[config.mk]
export PLATFORM = sky130hd
export DESIGN_NAME = ser_xfer_chan
export DESIGN_NICKNAME = d
export VERILOG_FILES = /design/src/rtl/ser_chan_pkg.sv /design/src/rtl/ser_rate_div.sv /design/src/rtl/ser_shift_eng.sv /design/src/rtl/ser_xfer_chan.sv
export SDC_FILE = /design/constraint.sdc
export NUM_CORES = 1
export LEC_CHECK = 0
export BUFFER_PORTS_ARGS = -buffer_cell sky130_fd_sc_hd__buf_2
export CORE_ASPECT_RATIO = 1.2
export CORE_MARGIN = 1.5
export CORE_UTILIZATION = 40
export CTS_BUF_LIST = sky130_fd_sc_hd__clkbuf_8
export DETAILED_ROUTE_END_ITERATION = 7
export MAX_ROUTING_LAYER = met4
export PLACE_DENSITY = 0.62
export SETUP_SLACK_MARGIN = 0.5
export SLEW_MARGIN = 5
export SYNTH_ARGS = -nofsm -noshare
export SYNTH_HDL_FRONTEND = slang
export SYNTH_HIERARCHICAL = 1
export SYNTH_SLANG_ARGS = --single-unit
export TNS_END_PERCENT = 1
[constraint.sdc]
create_clock -name clk -period 3.7 [get_ports clk]
set_input_delay 0.74 -clock clk [delete_from_list [all_inputs] [get_ports clk]]
set_output_delay 0.74 -clock clk [all_outputs]
set_load 0.05 [all_outputs]
[src/rtl/ser_chan_pkg.sv]
// Shared constants and helpers for the serial transfer channel.
// Assumes a 32-bit register word and byte offsets on a 5-bit address.
package ser_chan_pkg;

    localparam int          WORD_W     = 32;
    localparam logic [4:0]  OFS_CSR    = 5'h00;
    localparam logic [4:0]  OFS_MADDR  = 5'h04;
    localparam logic [4:0]  OFS_MLEN   = 5'h08;
    localparam logic [4:0]  OFS_XFER   = 5'h0C;
    localparam logic [4:0]  OFS_DATA   = 5'h10;

    localparam logic [1:0]  DIR_WRITE  = 2'd1;
    localparam logic [1:0]  LEN_BAD    = 2'd2;

    // Transfer-word fields that stay latched between exchanges.
    typedef struct packed {
        logic [1:0] len;
        logic [1:0] dir;
        logic       mem;
    } xfer_cfg_t;

    // Bit count of an immediate exchange from its length code.
    function automatic logic [5:0] len_to_bits(input logic [1:0] code);
        case (code)
            2'd0:    len_to_bits = 6'd8;
            2'd1:    len_to_bits = 6'd16;
            default: len_to_bits = 6'd32;
        endcase
    endfunction

endpackage

[src/rtl/ser_rate_div.sv]
// Half-period tick generator for the serial clock.
// Produces one tick every 2^eff system clocks while run is high, with
// eff = min(code, MAX_CODE). Assumes restart is pulsed when an exchange starts.
module ser_rate_div #(
    parameter int CODE_W   = 3,
    parameter int MAX_CODE = 6
) (
    input  logic              clk,
    input  logic              rst_n,
    input  logic              run,
    input  logic              restart,
    input  logic [CODE_W-1:0] code,
    output logic              tick
);
    localparam int CNT_W = (MAX_CODE > 0) ? MAX_CODE : 1;

    logic [CNT_W-1:0] cnt_q;
    logic [CNT_W-1:0] lim;
    int               eff;

    // Terminal count: eff low bits set, rate codes above MAX_CODE clamped.
    always_comb begin
        eff = (int'(code) > MAX_CODE) ? MAX_CODE : int'(code);
        for (int i = 0; i < CNT_W; i++) begin
            lim[i] = (i < eff);
        end
    end

    assign tick = run && (cnt_q == lim);

    // Count system clocks within a half period; clear on start or tick.
    always_ff @(posedge clk) begin
        if (!rst_n) begin
            cnt_q <= '0;
        end else if (restart || !run || tick) begin
            cnt_q <= '0;
        end else begin
            cnt_q <= cnt_q + 1'b1;
        end
    end

endmodule

[src/rtl/ser_shift_eng.sv]
// Mode-0 shift engine: clock idles low, output changes on the falling edge,
// input is sampled on the rising edge, MSB first.
// Assumes start only arrives while busy is low and nbits is 1..DW.
module ser_shift_eng #(
    parameter int DW    = 32,
    parameter int IDX_W = $clog2(DW),
    parameter int NB_W  = IDX_W + 1
) (
    input  logic             clk,
    input  logic             rst_n,
    input  logic             start,
    input  logic [DW-1:0]    tx_word,
    input  logic [NB_W-1:0]  nbits,
    input  logic             tick,
    input  logic             miso,
    output logic             busy,
    output logic             sclk,
    output logic             mosi,
    output logic             smp_en,
    output logic [IDX_W-1:0] smp_idx,
    output logic             smp_bit
);
    logic             busy_q;
    logic             sclk_q;
    logic [DW-1:0]    sh_q;
    logic [IDX_W-1:0] idx_q;
    logic [IDX_W-1:0] last_q;

    // Sequence the serial clock phases and the outgoing shift register.
    always_ff @(posedge clk) begin
        if (!rst_n) begin
            busy_q <= 1'b0;
            sclk_q <= 1'b0;
            sh_q   <= '0;
            idx_q  <= '0;
            last_q <= '0;
        end else if (start) begin
            busy_q <= 1'b1;
            sclk_q <= 1'b0;
            sh_q   <= tx_word;
            idx_q  <= '0;
            last_q <= IDX_W'(nbits - 1'b1);
        end else if (busy_q && tick) begin
            if (!sclk_q) begin
                sclk_q <= 1'b1;
            end else begin
                sclk_q <= 1'b0;
                if (idx_q == last_q) begin
                    busy_q <= 1'b0;
                end else begin
                    idx_q <= idx_q + 1'b1;
                    sh_q  <= {sh_q[DW-2:0], 1'b0};
                end
            end
        end
    end

    assign busy    = busy_q;
    assign sclk    = sclk_q;
    assign mosi    = sh_q[DW-1];
    assign smp_en  = busy_q && tick && !sclk_q;
    assign smp_idx = idx_q;
    assign smp_bit = miso;

endmodule

[src/rtl/ser_xfer_chan.sv]
// One register-mapped serial transfer channel.
// Holds the control/status, transfer and data words, decodes accesses and
// runs immediate exchanges of 1, 2 or 4 bytes through the shift engine.
// Assumes single-cycle register accesses; reads are combinational.
module ser_xfer_chan
    import ser_chan_pkg::*;
#(
    parameter int N_DEV    = 3,
    parameter int RATE_W   = 3,
    parameter int MAX_RATE = 6
) (
    input  logic             clk,
    input  logic             rst_n,
    input  logic             reg_en,
    input  logic             reg_we,
    input  logic [4:0]       reg_addr,
    input  logic [31:0]      reg_wdata,
    output logic [31:0]      reg_rdata,
    output logic             ser_clk,
    output logic             ser_mosi,
    input  logic             ser_miso,
    output logic [N_DEV-1:0] ser_sel_n
);
    localparam int DW       = WORD_W;
    localparam int IDX_W    = $clog2(DW);
    localparam int NB_W     = IDX_W + 1;
    localparam int SEL_LSB  = 7;
    localparam int RATE_LSB = 4;

    logic [N_DEV-1:0]  csr_sel;
    logic [RATE_W-1:0] csr_rate;
    xfer_cfg_t         cfg_q;
    logic [DW-1:0]     data_q;

    logic             xfer_busy;
    logic             tick;
    logic             smp_en;
    logic [IDX_W-1:0] smp_idx;
    logic             smp_bit;
    logic [DW-1:0]    smp_mask;

    logic          wr_csr, wr_xfer, wr_data;
    logic          start;
    logic          start_wr;
    logic [DW-1:0] tx_word;

    // Decode writes; all are blocked while an exchange runs.
    always_comb begin
        wr_csr   = reg_en && reg_we && !xfer_busy && (reg_addr == OFS_CSR);
        wr_xfer  = reg_en && reg_we && !xfer_busy && (reg_addr == OFS_XFER);
        wr_data  = reg_en && reg_we && !xfer_busy && (reg_addr == OFS_DATA);
        start    = wr_xfer && reg_wdata[0] && !reg_wdata[1]
                   && (reg_wdata[5:4] != LEN_BAD);
        start_wr = (reg_wdata[3:2] == DIR_WRITE);
        tx_word  = start_wr ? data_q : '0;
        smp_mask = {1'b1, {(DW-1){1'b0}}} >> smp_idx;
    end

    // Control/status word: peripheral select and rate code.
    always_ff @(posedge clk) begin
        if (!rst_n) begin
            csr_sel  <= '0;
            csr_rate <= '0;
        end else if (wr_csr) begin
            csr_sel  <= reg_wdata[SEL_LSB +: N_DEV];
            csr_rate <= reg_wdata[RATE_LSB +: RATE_W];
        end
    end

    // Transfer word fields kept for read-back and direction during a run.
    always_ff @(posedge clk) begin
        if (!rst_n) begin
            cfg_q <= '0;
        end else if (wr_xfer) begin
            cfg_q.len <= reg_wdata[5:4];
            cfg_q.dir <= reg_wdata[3:2];
            cfg_q.mem <= reg_wdata[1];
        end
    end

    // Data word: software writes, cleared at a read start, filled per bit.
    always_ff @(posedge clk) begin
        if (!rst_n) begin
            data_q <= '0;
        end else if (wr_data) begin
            data_q <= reg_wdata;
        end else if (start && !start_wr) begin
            data_q <= '0;
        end else if (smp_en && (cfg_q.dir != DIR_WRITE)) begin
            data_q <= smp_bit ? (data_q | smp_mask) : (data_q & ~smp_mask);
        end
    end

    // Register read multiplexer; memory-transfer words read as zero.
    always_comb begin
        reg_rdata = '0;
        if (reg_en) begin
            case (reg_addr)
                OFS_CSR: begin
                    reg_rdata[SEL_LSB +: N_DEV]   = csr_sel;
                    reg_rdata[RATE_LSB +: RATE_W] = csr_rate;
                end
                OFS_XFER: reg_rdata[5:0] = {cfg_q.len, cfg_q.dir, cfg_q.mem, xfer_busy};
                OFS_DATA: reg_rdata      = data_q;
                default:  reg_rdata      = '0;
            endcase
        end
    end

    assign ser_sel_n = ~csr_sel;

    ser_rate_div #(
        .CODE_W   (RATE_W),
        .MAX_CODE (MAX_RATE)
    ) u_div (
        .clk     (clk),
        .rst_n   (rst_n),
        .run     (xfer_busy),
        .restart (start),
        .code    (csr_rate),
        .tick    (tick)
    );

    ser_shift_eng #(
        .DW (DW)
    ) u_eng (
        .clk     (clk),
        .rst_n   (rst_n),
        .start   (start),
        .tx_word (tx_word),
        .nbits   (NB_W'(len_to_bits(reg_wdata[5:4]))),
        .tick    (tick),
        .miso    (ser_miso),
        .busy    (xfer_busy),
        .sclk    (ser_clk),
        .mosi    (ser_mosi),
        .smp_en  (smp_en),
        .smp_idx (smp_idx),
        .smp_bit (smp_bit)
    );

endmodule

**After elaboration in Yosys (flattened, before gate mapping)**

Cells that the tools add are included.

- Bits in registers: 93
- Word-level logic and storage cells: 89
- Output and inout bits: 37
- Input bits: 42

- Shifts and indexed selects: 1
- $add $sub $neg: 3
- Mux-type cells: 21
- Bitwise gates (word level): 6
- Reductions and logical operators: 30
- Equality and inequality tests: 9
- Magnitude comparators: 7

Operator list:

| operator | count |
|---|---|
| 2-to-1 mux 32 bit | 10 |
| < comparator 3 x 32 -> 1 bit (first input constant) | 2 |
| < comparator 4 x 32 -> 1 bit (first input constant) | 2 |
| AND 32 bit | 1 |
| < comparator 1 x 32 -> 1 bit (first input constant) | 1 |
| < comparator 2 x 32 -> 1 bit (first input constant) | 1 |
| inverter 32 bit | 1 |
| bitwise OR 32 bit | 1 |
| >> shifter 32 x 5 -> 32 bit (first input constant) | 1 |
| 2-to-1 mux 22 bit | 1 |
| one-hot mux 4 bit (2 select lines) | 2 |
| logical AND 1 bit | 13 |
| one-hot mux 5 bit (2 select lines) | 1 |
| AND reduction 3 bit | 3 |
| adder 6 x 1 -> 6 bit (second input constant) | 1 |
| == test 6 bit | 1 |
| one-hot mux 2 bit (3 select lines) | 1 |
| nonzero test 2 bit | 3 |
| adder 5 x 1 -> 5 bit (second input constant) | 1 |
| == test 5 x 4 -> 1 bit (second input constant) | 1 |
| == test 5 bit | 1 |
| == test 5 bit (second input constant) | 1 |
| zero test 5 bit | 1 |
| 2-to-1 mux 1 bit | 5 |
| other kinds (13) | 21 |

**Depth between registers and ports, before layout**

Gate-level depths: netlist (run 1).

- Depth after elaboration: 11
- Gate-level depth with buffers: 12

**By module**

The synthesis (run 1) kept the hierarchy.

By module, submodules not included:

| module | cells an instance | area an instance (µm²) | instances | seq. area each (µm²) |
|---|---|---|---|---|
| ser_xfer_chan | 422 | 3,382.0 | 1 | 860.8 |
| ser_shift_eng | 259 | 2,278.4 | 1 | 880.8 |
| ser_rate_div | 46 | 430.4 | 1 | 120.1 |

**Least setup slack after synthesis (run 1)**

Ideal clock, no wire load.

- Kind: input to output
- Start: input port reg_addr[1]
- End: output port reg_rdata[8]
- Cell stages on the path: 5
- Arrival: 2.382 ns
- Path buffers: 1
- Setup slack: 0.578 ns
- Data required time: 2.960 ns
- Cell sequence: nor4_2 > and2_0 > clkbuf_1 > a22oi_1 > nor2b_1

- Longest elaborated chain between the ends: 3

RTL lines:

| item | RTL line | RTL |
|---|---|---|
| from (decl) | ser_xfer_chan.sv:16 | `input logic [4:0] reg_addr,` |
| == test 5 bit / zero test 5 bit (equally long branches) | ser_xfer_chan.sv:98 | `case (reg_addr)` |
| one-hot mux 4 bit (2 select lines) (*) | ser_xfer_chan.sv:98 |  |
| 2-to-1 mux 32 bit (*) | ser_xfer_chan.sv:97 | `if (reg_en) begin` |
| to (decl) | ser_xfer_chan.sv:18 | `output logic [31:0] reg_rdata,` |

Every way passes the cells marked *; elsewhere a longest branch is shown, timed or not.

**Worst setup path after layout (run 1)**

- Start: input port reg_addr[1]
- End: output port reg_rdata[5]

- Longest elaborated chain between the ends: 3

RTL lines:

| item | RTL line |
|---|---|
| == test 5 bit, or another cell as far along | ser_xfer_chan.sv:98 |
| one-hot mux 2 bit (3 select lines) (*) | ser_xfer_chan.sv:98 |
| 2-to-1 mux 32 bit (*) | ser_xfer_chan.sv:97 |

Marks and branches as above.

==> parameters.txt, run 1 <==
Parameter                              Value

Clocking
  Clk buf depth    2
  Clock Tree Root    sky130_fd_sc_hd__clkbuf_8
  Htree depth    3
  Clock transition time at the flip-flop clock pins of the worst setup and hold paths    0.09 ns
  Number of clock sinks    93
  CTS tree    built
  Number of resized instances in the post-cts repair step    0
  Inserted Clock Buffers    9
  Post-CTS Setup Inserts    0
  Clock latency on the worst-skew pair    0.37 ns
  # hold bufs at CTS    0

Drt
  Vias/cell    5.80
  Total via count after detailed routing    5,658
  DRT Wirelength    17.6 mm
  Number of optimization iterations in the first detailed-route pass    5
  DR DRC count    0
  Post-route ant nets    0
  Routed WL per cell    18.0 um
  Initial DRC Count    398

Worst setup path
  Number of logic stages on the critical path including buffering    6
  Type of element capturing the critical path    primary output
  Most numerous cell on the critical path    sky130_fd_sc_hd__buf_2
  Buffers & Inverters on Critical Path    2
  Reg-to-Reg Start    csr_rate[1]$_SDFFE_PN0P_
  Type of origin of the critical path    input pin
  Length in cells of the worst reg-to-reg path    10
  Worst Path Max Fanout    7
  Top delay family on crit path    simple AND/OR/NAND/NOR gates
  Worst r2r dst    data_q[14]$_SDFFE_PN0P_
  CP Cell Sequence    buf_2 > nor4_2 > nor2b_1 > a22oi_1 > a21oi_1 > buf_2
  Worst-case register-to-register setup slack    0.75 ns
  Worst path arrival time    2.30 ns
  Capturing element of the worst setup path    reg_rdata[5]
  Slowest stage cell on the critical path    sky130_fd_sc_hd__nor2b_1
  Category of the critical setup timing path    in -> out
  Origin of the worst setup path    reg_addr[1]
  Crit path required time    2.96 ns
  Longest individual stage delay on the worst path    0.50 ns

Floorplan
  Placement row count    49
  Vert. Die Dim    138 um
  Total core area    0.0150 mm^2
  Overall die width    116 um
  Number of ports placed on the die boundary    79
  Initial cell density of the core    40.7%
  Area of the die    0.0160 mm^2

STA
  Worst max-slew margin expressed relative to the limit    42.2%
  Slew at the pin with the worst max-slew slack    0.865 ns
  Number of setup violations in the final report    0
  Final critical-path required period    3.04 ns
  RSZ-0062 raised after global routing    false
  Final critical-path share of the clock period    82.3%
  Setup WS post-layout    0.656 ns
  Total Neg Setup Slack    0 ns
  Final hold violations    0
  Fmax    328 MHz
  Setup clock skew after layout    0.0112 ns
  Max-slew violation count    0

Power and ir drop
  PwrDens    280 mW/mm^2
  IR drop worst, VDD    0.241 mV
  Leakage power figure    0.00258 uW

Place
  Post-placement setup slack    0.649 ns
  Gp weighted congestion    0.855
  Count of buffers inserted at the top-level ports    78
  HPWL after DPL    11.8 mm
  Placed cell area    0.00657 mm^2
  Number of placed cells counting well taps    960

Finish
  Number of non-filler instances in the completed layout    976
  Post-layout nets    812
  Final core utilization    45.4%
  Area growth syn-to-layout    11.5%
  Fraction of layout cells with a size suffix above 1    21.2%
  Summed area of non-filler cells in the final layout    0.00679 mm^2
  Inserted Diodes    0
  Most frequent standard cell in the layout excluding fill and tap cells    sky130_fd_sc_hd__dfxtp_1
  Layout filler cell count    1,517
  Leading cell types in the layout, fill and taps excluded    93 x sky130_fd_sc_hd__dfxtp_1, 87 x sky130_fd_sc_hd__nand2_1, 78 x sky130_fd_sc_hd__buf_2, 75 x sky130_fd_sc_hd__nor2_1, 43 x sky130_fd_sc_hd__mux2i_1

Global route
  Number of global-route vias before repair    5,630
  Antenna violations before repair    0
  Maximum number of pins on one net before global-route repair    65
  Wire length of the first global-routing pass    29.0 mm
  GRT Overall Usage    23.1%
  Total congestion overflow    0

Logic synthesis
  Warnings from Yosys    6
  Number of cells produced by synthesis    726
  Summed instance area of the synthesized netlist    0.00609 mm^2
  Mean instance size in the synthesized netlist    8.38 um^2

Run status
  Result of the run    complete, no violations

Run
  Max Cap Violations    0

Hold path
  Min-delay worst type    reg -> reg
-- where the power goes --
part / switching, uW / internal, uW / total, uW
combinational: 86.6 / 44.9 / 132
clock: 382 / 379 / 761
sequential: 4.75 / 1000 / 1010
-- stage by stage --
step	power (uW)	hold slack, ns
floorplan	1110	0.437
global placement	1160	0.448
detailed placement	1160	0.458
CTS	1910	0.471
global route	1970	0.495
finish	1900	0.467
-- cell type report --
| type | instances | area [um^2] | share of cell area, % |
|---|---|---|---|
| Multi-Input combinational cell | 556 | 3870 | 57.1 |
| Clock inverter | 7 | 90.1 | 1.33 |
| Inverter | 10 | 37.5 | 0.553 |
| Tap cell | 204 | 255 | 3.76 |
| Sequential cell | 93 | 1860 | 27.4 |
| Timing Repair Buffer | 97 | 546 | 8.04 |
| Clock buffer | 9 | 124 | 1.83 |
-- state kept, by name (all words and copies together) (netlist names) --
name and flops:
cfg_q 5, csr_rate 3, csr_sel 3, data_q 32, u_div/cnt_q 6, u_eng/busy 1, u_eng/last_q 5, u_eng/sclk 1
u_eng/sh_q 32, u_eng/smp_idx 5
-- metal layers --
layer / share of wire (%) / vias to the layer above / track usage, %
met5: 0 / - / -
met4: 1.4 / 0 / 6.61
met3: 4.4 / 20 / 3.02
met2: 48 / 166 / 36.5
met1: 46 / 2739 / 30.8
li1: - / 2733 / -
-- worst min path at each step --
stage / slack [ns] / end / startpoint / cells past startpoint
final: 0.47 / cfg_q[0]$_SDFFE_PN0N_ / cfg_q[0]$_SDFFE_PN0N_ / 2
after global routing: 0.50 / cfg_q[0]$_SDFFE_PN0N_ / cfg_q[0]$_SDFFE_PN0N_ / 2
after CTS: 0.47 / cfg_q[0]$_SDFFE_PN0N_ / cfg_q[0]$_SDFFE_PN0N_ / 2
after detailed placement: 0.46 / cfg_q[0]$_SDFFE_PN0N_ / cfg_q[0]$_SDFFE_PN0N_ / 2
after global placement: 0.45 / cfg_q[3]$_SDFFE_PN0N_ / cfg_q[3]$_SDFFE_PN0N_ / 2
after floorplan: 0.44 / cfg_q[0]$_SDFFE_PN0N_ / cfg_q[0]$_SDFFE_PN0N_ / 2
-- worst min-delay path, delay by kind of cell (launching register included) --
family | cells | cell delay (ns)
AOI/OAI and AO/OA | 1 | 0.05
and+or+nand+nor | 1 | 0.05
DFF | 1 | 0.32
Note: power is estimated with default switching activity, not from simulation.
==> run 2: changes to the inputs <==
--- a/config.mk
+++ b/config.mk
@@ -5,6 +5,7 @@
 export SDC_FILE = /design/constraint.sdc
 export NUM_CORES = 1
 export LEC_CHECK = 0
+export ABC_AREA = 1
 export BUFFER_PORTS_ARGS = -buffer_cell sky130_fd_sc_hd__buf_2
 export CORE_ASPECT_RATIO = 1.2
 export CORE_MARGIN = 1.5
@@ -12,7 +13,7 @@
 export CTS_BUF_LIST = sky130_fd_sc_hd__clkbuf_8
 export DETAILED_ROUTE_END_ITERATION = 7
 export MAX_ROUTING_LAYER = met4
-export PLACE_DENSITY = 0.62
+export PLACE_DENSITY = 0.64
 export SETUP_SLACK_MARGIN = 0.5
 export SLEW_MARGIN = 5
 export SYNTH_ARGS = -nofsm -noshare
==> constraint.sdc (replaced) <==
create_clock -name clk -period 2.6 [get_ports clk]
set_input_delay 0.52 -clock clk [delete_from_list [all_inputs] [get_ports clk]]
set_output_delay 0.52 -clock clk [all_outputs]
set_load 0.05 [all_outputs]
==> run 2 against run 1 <==
Effect of this change: clock skew shrank 0.0038 ns; critical endpoint is now reg_rdata[15]; count of clock-buffer cells in the layout grew 2; register-to-register slack lost 0.18 ns; sequential power grew 42%; global-route usage grew 1.7 points; clock power grew 20%; non-clock buffer count grew 15; final cell count grew 32%; wire length grew 4.8%.
==> parameters.txt, run 2 <==
Parameter                              Value

Finish
  Inserted Diodes    0
  Summed area of non-filler cells in the final layout    0.00726 mm^2
  Area growth syn-to-layout    20.6%
  Post-layout nets    1,126
  Leading cell types in the layout, fill and taps excluded    326 x sky130_fd_sc_hd__nand2_1, 173 x sky130_fd_sc_hd__nor2_1, 91 x sky130_fd_sc_hd__dfxtp_1, 76 x sky130_fd_sc_hd__inv_1, 61 x sky130_fd_sc_hd__nand3_1
  Top flop regs    data_q x32, u_eng/sh_q x32, u_div/cnt_q x6
  Fraction of layout cells with a size suffix above 1    17.0%
  Most frequent standard cell in the layout excluding fill and tap cells    sky130_fd_sc_hd__nand2_1
  Number of non-filler instances in the completed layout    1,284

Logic synthesis
  Warnings from Yosys    6
  Mean instance size in the synthesized netlist    5.93 um^2
  Number of cells produced by synthesis    1,015
  Summed instance area of the synthesized netlist    0.00602 mm^2

Run
  Max Cap Violations    0

Drt
  Initial DRC Count    555
  DR DRC count    0
  Total via count after detailed routing    6,518
  DRT Wirelength    18.4 mm
  Post-route ant nets    0
  Vias/cell    5.08
  Number of optimization iterations in the first detailed-route pass    5
  Routed WL per cell    14.3 um

Worst setup path
  Number of logic stages on the critical path including buffering    8
  Type of element capturing the critical path    primary output
  Buffers & Inverters on Critical Path    4
  CP Cell Sequence    buf_2 > nor2_4 > nand2_2 > nor2_8 > inv_8 > buf_8 > nor3_4 > buf_6
  Type of origin of the critical path    input pin
  Crit path required time    2.08 ns
  Worst path arrival time    1.68 ns
  Longest individual stage delay on the worst path    0.19 ns
  Top delay family on crit path    buffers and inverters
  Length in cells of the worst reg-to-reg path    15
  Worst Path Max Fanout    11
  Slowest stage cell on the critical path    sky130_fd_sc_hd__buf_6
  Category of the critical setup timing path    in -> out

STA
  Max-slew violation count    0
  Slew at the pin with the worst max-slew slack    0.653 ns
  Number of setup violations in the final report    0
  Final critical-path required period    2.20 ns
  RSZ-0062 raised after global routing    true
  Final critical-path share of the clock period    84.7%
  Worst max-slew margin expressed relative to the limit    56.3%
  Setup WS post-layout    0.399 ns
  Fmax    454 MHz
  Total Neg Setup Slack    0 ns
  Setup clock skew after layout    0.00735 ns
  Final hold violations    0

Clocking
  Clk buf depth    2
  Clock Tree Root    sky130_fd_sc_hd__clkbuf_8
  Htree depth    3
  Clock transition time at the flip-flop clock pins of the worst setup and hold paths    0.09 ns
  # hold bufs at CTS    0
  Number of clock sinks    93
  CTS tree    built
  Inserted Clock Buffers    9
  Clock latency on the worst-skew pair    0.37 ns

Place
  Gp weighted congestion    0.924
  Post-placement setup slack    0.203 ns
  Count of buffers inserted at the top-level ports    78
  Number of placed cells counting well taps    1,265
  HPWL after DPL    12.7 mm
  Placed cell area    0.00683 mm^2

Hold path
  Min-delay worst type    in -> reg
  Hold-critical path depth    3

Floorplan
  Area of the die    0.0158 mm^2
  Vert. Die Dim    137 um
  Placement row count    48
  Overall die width    115 um
  Initial cell density of the core    41.4%
  Number of ports placed on the die boundary    79
  Total core area    0.0145 mm^2

Power and ir drop
  Comb power frac    7.5%
  Internal power summed over all cells    1870 uW
  Clock power frac    36.1%
  IR drop worst, VDD    0.155 mV
  PwrDens    350 mW/mm^2
  Sum of internal, switching and leakage power    2540 uW
  Share of total power in sequential cells    56.4%
  NetSw    664 uW
  Net Sw Frac    26.2%
  Leakage power figure    0.00329 uW

Global route
  Total congestion overflow    0
  Maximum number of pins on one net before global-route repair    45
  Number of global-route vias before repair    5,963
  Wire length of the first global-routing pass    30.1 mm
  GRT Overall Usage    24.7%
  Antenna violations before repair    0

Run status
  Result of the run    complete, no violations
[run 2: stage by stage]
| step | hold slack [ns] | utilization [%] |
|---|---|---|
| final | 0.429 | 49.9 |
| after CTS | 0.420 | 49.4 |
| after global routing | 0.439 | 49.9 |
| after detailed placement | 0.449 | 47.0 |
| after global placement | 0.451 | 47.0 |
| after floorplan | 0.429 | - |
[run 2: what timing repair did]
action | 4_1_cts | 5_1_grt
gates resized for setup | 55 | 10
setup buffers | 1 | 3
pin swaps | 0 | 5
cloned | 0 | 1
setup endpoints to repair | 64 | 101
[run 2: area by class of cell]
class	count	area [um^2]
flip-flops and latches	93	1860
inverters	86	333
clock buffers	11	151
clock inverters	3	13.8
multi-input cells	779	3760
well taps	200	250
repair buffers	112	878
fillers	1580	7280
[run 2: routing by layer]
| layer | up-vias | routed length, um | track usage, % | part of all wire [%] |
|---|---|---|---|---|
| li1 | 3343 | - | - | - |
| met1 | 2971 | 8290 | 31.0 | 45 |
| met2 | 174 | 8900 | 41.4 | 48 |
| met3 | 30 | 731 | 2.51 | 4.0 |
| met4 | 0 | 471 | 8.98 | 2.6 |
| met5 | - | 0 | - | 0 |
[run 2: worst min-delay path: stages]
cell	delay, ns
sky130_fd_sc_hd__buf_2	0.11
sky130_fd_sc_hd__nand3_1	0.07
sky130_fd_sc_hd__a21oi_1	0.06
[run 2: path summary, 6_finish.rpt]
| check | from | endpoint | slack, ns |
|---|---|---|---|
| worst min register to register | cfg_q[0]$_SDFFE_PN0N_ | cfg_q[0]$_SDFFE_PN0N_ | 0.47 |
| worst max register to register | csr_rate[1]$_SDFFE_PN0P_ | data_q[11]$_SDFFE_PN0P_ | 0.57 |
| worst min-delay path | reg_wdata[3] | cfg_q[2]$_SDFFE_PN0N_ | 0.43 |
| worst max-delay path | reg_addr[1] | reg_rdata[15] | 0.40 |
[run 2: power by group through the flow]
stage / Clock, uW / Sequential, uW / Combinational (uW)
global placement: 0 / 1460 / 180
global route: 984 / 1430 / 210
floorplan: 0 / 1460 / 107
finish: 915 / 1430 / 191
detailed placement: 0 / 1460 / 181
CTS: 921 / 1430 / 186
==> run 3: changes to the inputs <==
--- a/config.mk
+++ b/config.mk
@@ -5,7 +5,7 @@
 export SDC_FILE = /design/constraint.sdc
 export NUM_CORES = 1
 export LEC_CHECK = 0
-export ABC_AREA = 1
+export ABC_AREA = 0
 export BUFFER_PORTS_ARGS = -buffer_cell sky130_fd_sc_hd__buf_2
 export CORE_ASPECT_RATIO = 1.2
 export CORE_MARGIN = 1.5
@@ -13,7 +13,7 @@
 export CTS_BUF_LIST = sky130_fd_sc_hd__clkbuf_8
 export DETAILED_ROUTE_END_ITERATION = 7
 export MAX_ROUTING_LAYER = met4
-export PLACE_DENSITY = 0.64
+export PLACE_DENSITY = 0.62
 export SETUP_SLACK_MARGIN = 0.5
 export SLEW_MARGIN = 5
 export SYNTH_ARGS = -nofsm -noshare
==> constraint.sdc (replaced) <==
create_clock -name clk -period 2.25 [get_ports clk]
set_input_delay 0.45 -clock clk [delete_from_list [all_inputs] [get_ports clk]]
set_output_delay 0.45 -clock clk [all_outputs]
set_load 0.05 [all_outputs]
==> run 3 against run 2 <==
Effect of this change: the flow now finishes with violations (setup timing); first-iteration DRC count is 7.4% lower; core utilization is 1.1 points higher; via count is 9.8% lower; combinational power is 24% higher; sequential cell count stayed put; sequential power is 16% higher; critical path type is now reg -> reg.
==> parameters.txt, run 3 (synthesis gave the netlist of run 1 again) <==
Parameter                              Value

STA
  Worst max-slew margin expressed relative to the limit    60.8%
  Final hold violations    0
  Number of setup violations in the final report    65
  Fmax    410 MHz
  Slew at the pin with the worst max-slew slack    0.588 ns
  RSZ-0062 raised after global routing    true
  Final critical-path share of the clock period    108%
  Total Neg Setup Slack    -7.72 ns
  Setup WS post-layout    -0.191 ns
  Final critical-path required period    2.44 ns
  Max-slew violation count    0
  Worst hold-check slack    0.316 ns
  Setup clock skew after layout    0.0129 ns

Run
  Max Cap Violations    0

Floorplan
  Initial cell density of the core    40.7%
  Total core area    0.0150 mm^2
  Area of the die    0.0160 mm^2
  Number of ports placed on the die boundary    79
  Placement row count    49
  Overall die width    116 um
  Vert. Die Dim    138 um

Global route
  GRT Overall Usage    23.7%
  Wire length of the first global-routing pass    29.6 mm
  Maximum number of pins on one net before global-route repair    57
  Number of global-route vias before repair    5,670
  Total congestion overflow    0
  Antenna violations before repair    1

Clocking
  Htree depth    3
  CTS tree    built
  Clock Tree Root    sky130_fd_sc_hd__clkbuf_8
  Clock latency on the worst-skew pair    0.38 ns
  Inserted Clock Buffers    9
  Clk buf depth    2
  Clock transition time at the flip-flop clock pins of the worst setup and hold paths    0.10 ns
  Number of clock sinks    93

Finish
  Fraction of layout cells with a size suffix above 1    32.2%
  Top flop regs    data_q x32, u_eng/sh_q x32, u_div/cnt_q x6
  Inserted Diodes    0
  Most frequent standard cell in the layout excluding fill and tap cells    sky130_fd_sc_hd__dfxtp_1
  Leading cell types in the layout, fill and taps excluded    92 x sky130_fd_sc_hd__dfxtp_1, 86 x sky130_fd_sc_hd__nand2_1, 44 x sky130_fd_sc_hd__nor2_1, 44 x sky130_fd_sc_hd__buf_2, 43 x sky130_fd_sc_hd__mux2i_1
  Area growth syn-to-layout    25.3%
  Post-layout nets    834
  Storage element area    0.00186 mm^2
  Layout filler cell count    1,432
  Total area of multi-input combinational cells    0.00413 mm^2

Hold path
  Min-delay worst type    in -> reg
  Hold path startpoint    reg_wdata[10]
  Hold-critical path depth    3
  Hold endpoint    data_q[10]$_SDFFE_PN0P_

Worst setup path
  Longest individual stage delay on the worst path    0.38 ns
  Buffers & Inverters on Critical Path    1
  Most numerous cell on the critical path    sky130_fd_sc_hd__nor2_2
  Type of origin of the critical path    flip-flop
  Worst r2r dst    data_q[20]$_SDFFE_PN0P_
  Top delay family on crit path    compound AO/OA/AOI/OAI gates
  Length in cells of the worst reg-to-reg path    10
  Origin of the worst setup path    csr_rate[2]$_SDFFE_PN0P_
  Category of the critical setup timing path    reg -> reg
  Crit path required time    2.54 ns
  Slowest stage cell on the critical path    sky130_fd_sc_hd__or3_4
  Worst Path Max Fanout    20
  Reg-to-Reg Start    csr_rate[2]$_SDFFE_PN0P_
  Worst path arrival time    2.73 ns
  Number of logic stages on the critical path including buffering    10
  Worst-case register-to-register setup slack    -0.19 ns
  CP Cell Sequence    or3_4 > o31a_1 > a22oi_4 > and2_4 > nand2_2 > nor2_2 > a21boi_4 > buf_12 > nor2_2 > a221oi_2
  Type of element capturing the critical path    flip-flop

Drt
  Initial DRC Count    514
  Vias/cell    5.89
  Total via count after detailed routing    5,878
  DRT Wirelength    18.3 mm
  Routed WL per cell    18.3 um
  DR DRC count    0
  Post-route ant nets    0
  Number of optimization iterations in the first detailed-route pass    5

Power and ir drop
  Leakage power figure    0.00279 uW
  Sum of internal, switching and leakage power    3100 uW
  PwrDens    407 mW/mm^2
  IR drop worst, VDD    0.274 mV

Place
  Gp weighted congestion    0.833
  HPWL after DPL    12.1 mm
  Count of buffers inserted at the top-level ports    78

Run status
  Result of the run    complete, but fails checks
  Violated checks    setup timing
## run 3: worst reg2reg max path, delay by kind of cell (launching register included)
family / cells / cell delay [ns]
AO/OA/AOI/OAI: 4 / 1.03
buffers and inverters: 1 / 0.23
flip-flops: 1 / 0.32
AND/OR/NAND/NOR: 5 / 0.78
## run 3: area by class of cell
class / instances / area share (%)
multi-input combinational: 556 / 54.1
tap: 204 / 3.35
inverter: 10 / 0.492
sequential: 93 / 24.4
clock buffer: 10 / 1.80
clock inverter: 6 / 0.935
timing repair buffer: 119 / 14.9
## run 3: metal layers
layer  GRT usage, %  vias up  routed length, um
met5              -        -                  0
met4           8.66        0                524
li1               -     2786                  -
met1           31.0     2868               7910
met3           3.46       38                922
met2           37.1      186               8900
## run 3: timing repair
| item | 4_1_cts | 5_1_grt |
|---|---|---|
| endpoints found under the hold margin | 0 | 0 |
| gates cloned | 1 | 0 |
| endpoints found under the setup margin | 109 | 109 |
| setup buffers | 1 | 0 |
| pin swaps | 14 | 7 |
| hold buffers | 0 | 0 |
| gates resized for setup | 100 | 19 |
## run 3: per-stage QoR
| stage | area [um^2] | std cells | utilization, % | setup slack (ns) |
|---|---|---|---|---|
| floorplan | 6350 | 733 | - | -0.221 |
| global placement | 6960 | 980 | 46.6 | -0.125 |
| detailed placement | 6960 | 980 | 46.6 | -0.200 |
| CTS | 7560 | 998 | 50.6 | -0.181 |
| global route | 7630 | 998 | 51.0 | -0.308 |
| finish | 7630 | 998 | 51.0 | -0.191 |
## run 3: power by group
part | switching [uW] | leakage, uW | total [uW] | internal [uW]
sequential | 9.16 | 0.000750 | 1660 | 1650
clock | 653 | 0.0000991 | 1210 | 552
combinational | 148 | 0.00194 | 237 | 88.5
## run 3: worst max path at each step
stage	end	slack, ns
after floorplan	data_q[30]$_SDFFE_PN0P_	-0.22
after global placement	data_q[17]$_SDFFE_PN0P_	-0.12
after detailed placement	data_q[15]$_SDFFE_PN0P_	-0.20
after CTS	data_q[27]$_SDFFE_PN0P_	-0.18
after global routing	data_q[27]$_SDFFE_PN0P_	-0.31
final	data_q[20]$_SDFFE_PN0P_	-0.19
